[src/rtl/zks_pkg.sv]
package zks_pkg;

    typedef enum logic [1:0] {
        SEL_OTP  = 2'd0,
        SEL_RSVD = 2'd1,
        SEL_ZKEY = 2'd2,
        SEL_MIX  = 2'd3
    } key_sel_e;

    typedef enum logic {
        ST_EMPTY = 1'b0,
        ST_VALID = 1'b1
    } key_state_e;

    localparam int CTRL_VALID_BIT = 0;
    localparam int CTRL_MODE_BIT  = 1;
    localparam int CTRL_INTEG_BIT = 2;
    localparam int CTRL_SEL_LSB   = 4;

endpackage

[src/rtl/zks_keyregs.sv]
module zks_keyregs #(
    parameter int WORD_W  = 32,
    parameter int N_WORDS = 8,
    parameter int ADDR_W  = 4,
    localparam int KEY_W  = WORD_W * N_WORDS
) (
    input  logic              clk,
    input  logic              rst_n,
    input  logic              zeroize,
    input  logic              hw_mode,
    input  logic              hw_load,
    input  logic [KEY_W-1:0]  hw_key,
    input  logic              wr_en,
    input  logic [ADDR_W-1:0] addr,
    input  logic [WORD_W-1:0] wdata,
    input  logic              integ_en,
    output logic [KEY_W-1:0]  key,
    output logic              integrity_err
);

    logic [N_WORDS-1:0] par_q;
    logic [N_WORDS-1:0] par_bad;

    for (genvar gi = 0; gi < N_WORDS; gi++) begin : g_word
        logic [WORD_W-1:0] word_q;
        logic              sw_hit;

        assign sw_hit = !hw_mode && wr_en && (addr == ADDR_W'(gi));

        always_ff @(posedge clk or negedge rst_n) begin
            if (!rst_n) begin
                word_q    <= '0;
                par_q[gi] <= 1'b0;
            end else if (zeroize) begin
                word_q    <= '0;
                par_q[gi] <= 1'b0;
            end else if (hw_mode && hw_load) begin
                word_q    <= hw_key[gi*WORD_W +: WORD_W];
                par_q[gi] <= ^hw_key[gi*WORD_W +: WORD_W];
            end else if (sw_hit) begin
                word_q    <= wdata;
                par_q[gi] <= ^wdata;
            end
        end

        assign key[gi*WORD_W +: WORD_W] = word_q;
        assign par_bad[gi] = (^word_q) != par_q[gi];
    end

    assign integrity_err = integ_en && (|par_bad);

    // a wipe leaves every word at zero
    p_wipe_clears_key_r9: assert property (@(posedge clk) disable iff (!rst_n)
        zeroize |=> (key == '0));

    // software word writes are ignored in hardware mode
    p_hw_mode_blocks_sw_r5: assert property (@(posedge clk) disable iff (!rst_n)
        (hw_mode && wr_en && !hw_load && !zeroize) |=> $stable(key));

    // writes outside the key window leave the key alone
    p_unmapped_no_key_r11: assert property (@(posedge clk) disable iff (!rst_n)
        (wr_en && (addr >= ADDR_W'(N_WORDS)) && !hw_load && !zeroize) |=> $stable(key));

endmodule

[src/rtl/zks_ctrl.sv]
module zks_ctrl
    import zks_pkg::*;
#(
    parameter int WORD_W  = 32,
    parameter int N_WORDS = 8,
    parameter int ADDR_W  = 4
) (
    input  logic              clk,
    input  logic              rst_n,
    input  logic              zeroize,
    input  logic              hw_load,
    input  logic              wr_en,
    input  logic [ADDR_W-1:0] addr,
    input  logic [WORD_W-1:0] wdata,
    output logic              key_valid,
    output logic              hw_mode,
    output logic              integ_en,
    output key_sel_e          sel,
    output logic [WORD_W-1:0] ctrl_word
);

    localparam logic [ADDR_W-1:0] CTRL_ADDR = ADDR_W'(N_WORDS);

    key_state_e state_q, state_d;
    logic       ctrl_wr;
    logic       load_sw, load_hw, drop_sw, wipe;

    assign ctrl_wr = wr_en && (addr == CTRL_ADDR);
    assign wipe    = zeroize;
    assign load_sw = !hw_mode && ctrl_wr && wdata[CTRL_VALID_BIT];
    assign drop_sw = !hw_mode && ctrl_wr && !wdata[CTRL_VALID_BIT];
    assign load_hw = hw_mode && hw_load;

    always_ff @(posedge clk or negedge rst_n) begin
        if (!rst_n) state_q <= ST_EMPTY;
        else        state_q <= state_d;
    end

    always_comb begin
        state_d = state_q;
        unique case (state_q)
            ST_EMPTY: begin
                if (wipe)                   state_d = ST_EMPTY;
                else if (load_hw || load_sw) state_d = ST_VALID;
            end
            ST_VALID: begin
                if (wipe || drop_sw) state_d = ST_EMPTY;
            end
            default: state_d = ST_EMPTY;
        endcase
    end

    always_ff @(posedge clk or negedge rst_n) begin
        if (!rst_n) begin
            hw_mode  <= 1'b0;
            integ_en <= 1'b0;
            sel      <= SEL_OTP;
        end else if (ctrl_wr) begin
            hw_mode  <= wdata[CTRL_MODE_BIT];
            integ_en <= wdata[CTRL_INTEG_BIT];
            sel      <= key_sel_e'(wdata[CTRL_SEL_LSB +: 2]);
        end
    end

    always_comb begin
        key_valid = (state_q == ST_VALID);
        ctrl_word = '0;
        ctrl_word[CTRL_VALID_BIT]     = key_valid;
        ctrl_word[CTRL_MODE_BIT]      = hw_mode;
        ctrl_word[CTRL_INTEG_BIT]     = integ_en;
        ctrl_word[CTRL_SEL_LSB +: 2]  = sel;
    end

    // a wipe always ends in the empty state
    p_wipe_empties_r9: assert property (@(posedge clk) disable iff (!rst_n)
        zeroize |=> !key_valid);

    // the valid bit of a control write is ignored in hardware mode
    p_hw_valid_hold_r5: assert property (@(posedge clk) disable iff (!rst_n)
        (hw_mode && ctrl_wr && !hw_load && !zeroize) |=> $stable(key_valid));

    // a hardware load in hardware mode validates the key
    p_hw_load_valid_r5: assert property (@(posedge clk) disable iff (!rst_n)
        (hw_mode && hw_load && !zeroize) |=> key_valid);

    // a software valid write is honoured on the next edge
    p_sw_valid_follow_r4: assert property (@(posedge clk) disable iff (!rst_n)
        (!hw_mode && ctrl_wr && !zeroize) |=> (key_valid == $past(wdata[CTRL_VALID_BIT])));

endmodule

[src/rtl/zks_keymux.sv]
module zks_keymux
    import zks_pkg::*;
#(
    parameter int KEY_W = 256
) (
    input  logic [KEY_W-1:0] otp_key,
    input  logic [KEY_W-1:0] zkey,
    input  logic             key_valid,
    input  key_sel_e         sel,
    output logic [KEY_W-1:0] master_key,
    output logic             key_error
);

    logic [KEY_W-1:0] zkey_gated;

    assign zkey_gated = key_valid ? zkey : '0;

    always_comb begin
        master_key = otp_key;
        key_error  = 1'b0;
        unique case (sel)
            SEL_OTP, SEL_RSVD: master_key = otp_key;
            SEL_ZKEY: begin
                master_key = zkey_gated;
                key_error  = !key_valid;
            end
            SEL_MIX: begin
                master_key = otp_key ^ zkey_gated;
                key_error  = !key_valid;
            end
            default: master_key = otp_key;
        endcase
    end

endmodule

[src/rtl/zkey_store.sv]
module zkey_store
    import zks_pkg::*;
#(
    parameter int WORD_W   = 32,
    parameter int N_WORDS  = 8,
    localparam int ADDR_W  = $clog2(N_WORDS + 1),
    localparam int KEY_W   = WORD_W * N_WORDS
) (
    input  logic              clk,
    input  logic              rst_n,
    input  logic              wr_en,
    input  logic [ADDR_W-1:0] addr,
    input  logic [WORD_W-1:0] wdata,
    output logic [WORD_W-1:0] rdata,
    input  logic              hw_load,
    input  logic [KEY_W-1:0]  hw_key,
    input  logic              zeroize,
    input  logic [KEY_W-1:0]  otp_key,
    output logic [KEY_W-1:0]  master_key,
    output logic              key_error,
    output logic              integrity_err
);

    logic [KEY_W-1:0]  zkey;
    logic              key_valid, hw_mode, integ_en;
    key_sel_e          sel;
    logic [WORD_W-1:0] ctrl_word;

    zks_ctrl #(.WORD_W(WORD_W), .N_WORDS(N_WORDS), .ADDR_W(ADDR_W)) u_ctrl (
        .clk       (clk),
        .rst_n     (rst_n),
        .zeroize   (zeroize),
        .hw_load   (hw_load),
        .wr_en     (wr_en),
        .addr      (addr),
        .wdata     (wdata),
        .key_valid (key_valid),
        .hw_mode   (hw_mode),
        .integ_en  (integ_en),
        .sel       (sel),
        .ctrl_word (ctrl_word)
    );

    zks_keyregs #(.WORD_W(WORD_W), .N_WORDS(N_WORDS), .ADDR_W(ADDR_W)) u_keys (
        .clk           (clk),
        .rst_n         (rst_n),
        .zeroize       (zeroize),
        .hw_mode       (hw_mode),
        .hw_load       (hw_load),
        .hw_key        (hw_key),
        .wr_en         (wr_en),
        .addr          (addr),
        .wdata         (wdata),
        .integ_en      (integ_en),
        .key           (zkey),
        .integrity_err (integrity_err)
    );

    zks_keymux #(.KEY_W(KEY_W)) u_mux (
        .otp_key    (otp_key),
        .zkey       (zkey),
        .key_valid  (key_valid),
        .sel        (sel),
        .master_key (master_key),
        .key_error  (key_error)
    );

    assign rdata = (addr == ADDR_W'(N_WORDS)) ? ctrl_word : '0;

    // the one-time selections pass the fixed key through
    p_otp_pass_r6: assert property (@(posedge clk) disable iff (!rst_n)
        ((sel == SEL_OTP) || (sel == SEL_RSVD)) |-> (master_key == otp_key));

    // an empty store never leaks stored words
    p_empty_masked_r7: assert property (@(posedge clk) disable iff (!rst_n)
        (!key_valid && (sel == SEL_ZKEY)) |-> (master_key == '0));

    // an error flag implies the empty state
    p_error_empty_r8: assert property (@(posedge clk) disable iff (!rst_n)
        key_error |-> !key_valid);

    // key words are never readable
    p_words_hidden_r2: assert property (@(posedge clk) disable iff (!rst_n)
        (addr < ADDR_W'(N_WORDS)) |-> (rdata == '0));

endmodule

[config.mk]
export PLATFORM = sky130hd
export DESIGN_NAME = zkey_store
export DESIGN_NICKNAME = d
export VERILOG_FILES = /design/src/rtl/zks_pkg.sv /design/src/rtl/zks_keyregs.sv /design/src/rtl/zks_ctrl.sv /design/src/rtl/zks_keymux.sv /design/src/rtl/zkey_store.sv
export SDC_FILE = /design/constraint.sdc
export NUM_CORES = 1
export LEC_CHECK = 0
export BUFFER_PORTS_ARGS = -buffer_cell sky130_fd_sc_hd__buf_2
export CORE_AREA = 2 2 331 333
export DETAILED_ROUTE_END_ITERATION = 7
export DIE_AREA = 0 0 333 335
export PLACE_DENSITY = 0.42
export SYNTH_ARGS = -nofsm -noshare
export SYNTH_HDL_FRONTEND = slang
export SYNTH_HIERARCHICAL = 1
export SYNTH_SLANG_ARGS = --single-unit
export TNS_END_PERCENT = 30
[constraint.sdc]
create_clock -name clk -period 5.15 [get_ports clk]
set_input_delay 0.2575 -clock clk [delete_from_list [all_inputs] [get_ports clk]]
set_output_delay 0.2575 -clock clk [all_outputs]
set_load 0.03 [all_outputs]
; ---- After elaboration in Yosys (flattened, before gate mapping)
; Cells that the tools add are included.
[totals]
latch_bits = 0
memories = 0
mem_bits_rw = 0
rom_bits = 0
reg_bits = 269
[op_classes]
eq_ne = 19
mul = 0
shift = 0
n_div = 0
reduce_logical = 50
n_lt_le_gt_ge = 0
bitwise_logic = 2
addsub = 0
n_mux = 56
[op_table]
columns = operator, n
row1 = $mux W32, 24
row2 = $pmux W256 S3, 1
row3 = $reduce_xor A32 Y1, 17
row4 = $mux W256, 1
row5 = $xor A256 B256 Y256, 1
row6 = $mux W1, 28
row7 = $reduce_bool A3 Y1, 8
row8 = $eq A4 B3 Y1 const B, 4
row9 = $logic_and A1 B1 Y1, 15
row10 = $eq A4 B2 Y1 const B, 2
row11 = $ne A1 B1 Y1, 8
row12 = $reduce_or A8 Y1, 1
row13 = $mux W6, 1
row14 = $eq A2 B2 Y1 const B, 2
row15 = $eq A4 B1 Y1 const B, 1
row16 = $eq A4 B4 Y1 const B, 1
row17 = $logic_not A4 Y1, 1
row18 = $reduce_or A2 Y1, 2
row19 = $logic_not A1 Y1, 3
row20 = $eq A2 B1 Y1 const B, 1
row21 = $logic_not A2 Y1, 1
row22 = $logic_or A1 B1 Y1, 2
row23 = $pmux W1 S2, 1
row24 = $not A1 Y1, 1

; ---- Depth between registers and ports, before layout
[depth]
word_depth = 8
ltp_mapped = 8

; ---- Cells and area by module
; Netlist, hierarchy kept.
[by_module_without_submodules]
columns = module, cells_each, area_each_um2, instances
row1 = zks_keyregs, 1789, 16507.1, 1
row2 = zks_keymux, 1452, 8000.2, 1
row3 = zks_ctrl, 51, 484.2, 1
row4 = zkey_store, 36, 265.3, 1

; ---- Worst setup path before layout
; Ideal clock, no wire load.
[synth_timing]
path_kind = register -> output
from = register u_keys.g_word[4].word_q[12]
to = output integrity_err
n_path_buf = 0
path_stages_with_launch = 8
arrival_time_ns = 2.056
slack_ns = 2.837
path_cell_list = dfrtp_1 > xor2_1 > xnor2_1 > xnor2_1 > xnor3_1 > xnor2_1 > nand4_1 > o41a_1
[synth_via]
elab_chain_len = 4
[synth_rtl]
columns = element, line
row1 = "start, declared", zks_keyregs.sv:25  ; logic [WORD_W-1:0] word_q;
row2 = "start signal, assigned", zks_keyregs.sv:38  ; word_q <= hw_key[gi*WORD_W +: WORD_W];
row3 = "start signal, assigned", zks_keyregs.sv:41  ; word_q <= wdata;
row4 = $reduce_xor A32 Y1, zks_keyregs.sv:47  ; assign par_bad[gi] = (^word_q) != par_q[gi];
row5 = $ne A1 B1 Y1, zks_keyregs.sv:47
row6 = $reduce_or A8 Y1, zks_keyregs.sv:50  ; assign integrity_err = integ_en && (|par_bad);
row7 = $logic_and A1 B1 Y1, zks_keyregs.sv:50
row8 = "end, declared", zkey_store.sv:21  ; output logic integrity_err
; No other way between the ends.

; ---- Final worst setup path
[layout_timing]
from = register u_keys.g_word[3].word_q[5]
to = output integrity_err
[layout_via]
elab_chain_len = 4
[layout_rtl]
columns = element, line
row1 = "start, declared", zks_keyregs.sv:25
row2 = "start signal, assigned", zks_keyregs.sv:38
row3 = "start signal, assigned", zks_keyregs.sv:41
row4 = $reduce_xor A32 Y1, zks_keyregs.sv:47
row5 = $ne A1 B1 Y1, zks_keyregs.sv:47
row6 = $reduce_or A8 Y1, zks_keyregs.sv:50
row7 = $logic_and A1 B1 Y1, zks_keyregs.sv:50
; No other way between the ends.

==> flow_summary.yaml <==
synthesis:
  seq_area_frac_synth_pct: 26.65
  synth_top_cell_by_area: "dfrtp_1"
  postSynthAreaPerCell_um2: 7.589
  yosysTopAreaCellShare_pct: 26.65
  synth_cell_types: 35
  ys_ff_latch: 269
  syn_area_mm2: 0.02526
  syn_inst: 3328
  ys_warn_count: 6
  synth_area_leaders: "dfrtp_1, xnor2_1, a21oi_1"
timing:
  clock_skew_ps: 26.87
  drv_slew: 0
  holdWs_ps: 34.00
  final-setup-viol-count: 0
  maxClockFrequency_mhz: 258.1
  rsz0062_at_grt: "no"
  period_share_pct: 75.22
  slew_headroom_pct: 20.71
  tightest_slew_ps: 1189
  setup-tns-final_ps: 0
  period_needed_ps: 3874
  report.final.hold_viol_count: 0
  finalWorstSetupSlack_ps: 1276
placed_design:
  dp.cells: 5274
  place_hpwl_um: 101100
  gp_congestion: 0.8364
  port-buffer-count: 815
  post-place-ws_ps: 1766
  placed_area_mm2: 0.03015
power_and_ir_drop:
  comb_power_share_pct: 54.1
  ir_drop_v: 0.0002011
  seqPwrFrac_pct: 23.4
  switchingPower_mw: 5.879
  intPower_mw: 6.412
  power.share.clock_pct: 22.5
  p_leak_nw: 13.02
  sw_frac_of_total_pct: 47.83
  powerDensity_mw_per_mm2: 379.1
global_routing:
  grt_max_degree: 118
  grt_pass1_wl_um: 193500
  grt_overflow_total: 0
  antenna_found_initial: 54
  track_usage_pct: 23.83
  grt_pass1_vias: 25766
critical_path:
  worst_setup_path_start_kind: "register"
  path_class: "register to output port"
  end_kind: "output port"
  worstPathArrival_ps: 3620
  critPathMaxFanout: 4
  cp.required_ps: 4890
cells_and_area:
  num-nets-final: 4549
  multi_input_area_mm2: 0.01700
  fin_area_mm2: 0.03242
  register_area_mm2: 0.006743
  fin_cells: 5463
  fillers: 11887
  drive_above_1_share_pct: 24.72
  syn2layout_area_growth_pct: 28.36
detailed_routing:
  viasPerCell: 5.132
  vias: 28035
  drt_iter0_drc: 2281
  wire_per_inst_um: 25.63
  drtAntennaViolNets: 0
  routed_wl_um: 140000
  drc: 0
  first_pass_iters: 6
floorplan:
  fp.dieH_um: 335
  die_width_um: 333
  rows: 121
  initial_core_util_pct: 23.37
  ioPinCount: 843
  core_mm2: 0.1081
  die_area_mm2: 0.1116
clock_network:
  clk_pin_slew_worst_paths_ps: 50
  cts_sinks: 269
  clockRootBuffer: "clkbuf_16"
  cts_tree: "done"
  h-tree-depth: 2
  cts_resized: 0
  ctsLongestPathBuffers: 3
  clk_latency_ps: 580
  numCtsBuffers: 39
outcome:
  status: "complete, no violations"
job:
  maxCapViolations: 0
hold_path:
  min_path_type: "input pin to register"
## synthesized netlist by cell type
library cell and count:
xnor2_2 1, buf_6 22, clkbuf_2 7, and3b_2 1, mux2_4 4, clkbuf_1 143, or3_1 1, a21oi_1 776
o21ai_1 256, buf_1 54, xnor3_1 6, a21o_1 1, and2_2 21, o311a_1 1, dfrtp_1 269, xnor2_1 470
buf_2 96, nand3_1 1, nand2_2 1, buf_4 36, o41a_1 1, nor4b_1 1, nor4b_4 1, conb_1 1
nor2b_1 3, nor4bb_1 1, nor2_1 11, nand4_1 257, a31oi_1 2, nand2b_1 1, and2_0 16, o31ai_1 264
xor2_1 52, nand2_1 266, and2_1 284
## area by class of cell
class / instances / area share [%]
tap: 1414 / 5.457
clock buffer: 57 / 3.466
multi-input combinational: 2727 / 52.43
antenna: 24 / 0.1852
timing repair buffer: 959 / 17.25
sequential: 269 / 20.80
clock inverter: 13 / 0.4091
## sequential cells by signal (all words and copies together) (netlist names)
name                  cells
u_ctrl/key_valid          1
u_keys/par_q              8
u_ctrl/sel                2
u_ctrl/hw_mode            1
u_keys/g_word.word_q    256
u_ctrl/integ_en           1
## power by group through the flow
stage	clock, mW	combinational [mW]	sequential, mW
floorplan	0	4.51	2.66
global placement	0	6.68	2.90
detailed placement	0	6.67	2.91
CTS	2.86	6.77	2.87
global route	2.93	7.16	2.93
finish	2.77	6.65	2.87
## path summary, 6_finish.rpt
kind,from,end,slack [ps],cells past startpoint
setup / recovery,u_keys/g_word[3].word_q[5]$_DFFE_PN0P_,integrity_err,1280,8
hold / removal,hw_key[100],u_keys/g_word[3].word_q[4]$_DFFE_PN0P_,30,3
setup reg to reg,u_ctrl/hw_mode$_DFFE_PN0N_,u_keys/par_q[5]$_DFFE_PN0P_,2270,4
hold reg to reg,u_keys/par_q[1]$_DFFE_PN0P_,u_keys/par_q[1]$_DFFE_PN0P_,490,2
max in group asynchronous,rst_n,u_keys/g_word[5].word_q[7]$_DFFE_PN0P_,3790,3
min in group asynchronous,rst_n,u_keys/g_word[1].word_q[18]$_DFFE_PN0P_,160,2
## worst max-delay path, stage by stage, from the launching register on
cell     delay, ps
dfrtp_1        410
xnor2_1        230
xnor2_1        130
xnor2_1        300
xnor3_1        390
xnor2_1        720
nand2_1        210
o41a_1         410
buf_2          230
## repair_timing
item / CTS / global route
setup buffers: 0 / 0
endpoints found under the setup margin: 0 / 0
hold endpoints to repair: 132 / 0
hold buffers: 95 / 0
## logic make-up (layout without fill, tap and decap cells)
family	count (synthesis)	in the layout	synth area share, %
compound gates	1301	1301	28.46
xor+xnor	529	529	18.70
buf+inv	358	1029	7.020
flops	269	269	26.65
mux	4	4	0.2378
other cells	1	51	0.01485
simple gates	866	866	18.91
## metal layers
layer | wire, um | up-vias | GRT usage (%)
met5 | 186 | - | 0
met4 | 4021 | 30 | 7.403
met3 | 9388 | 180 | 4.505
met2 | 65520 | 1086 | 39.23
met1 | 60890 | 13503 | 31.40
li1 | - | 13236 | -
## layout by cell type (no fill, tap or decap), drive strengths merged, types with 3 or more instances in the layout
cell type    netlist  routed
nand2            267     267
dfrtp            269     269
and2             321     321
nor2              11      11
dlygate4sd3        0      95
nand4            257     257
inv                0       3
clkbuf           150      57
xnor3              6       6
xnor2            471     471
xor2              52      52
a21oi            776     776
clkinv             0       7
buf              208     864
mux2               4       4
o31ai            264     264
conb               1      27
diode              0      24
nor2b              3       3
o21ai            256     256
## metrics by stage
step / power (mW) / utilization [%]
final: 12.29 / 29.99
after global routing: 13.02 / 29.97
after CTS: 12.50 / 29.94
after detailed placement: 9.582 / 27.89
after global placement: 9.575 / 27.89
after floorplan: 7.172 / -
Power figures use the tool's default switching activity.
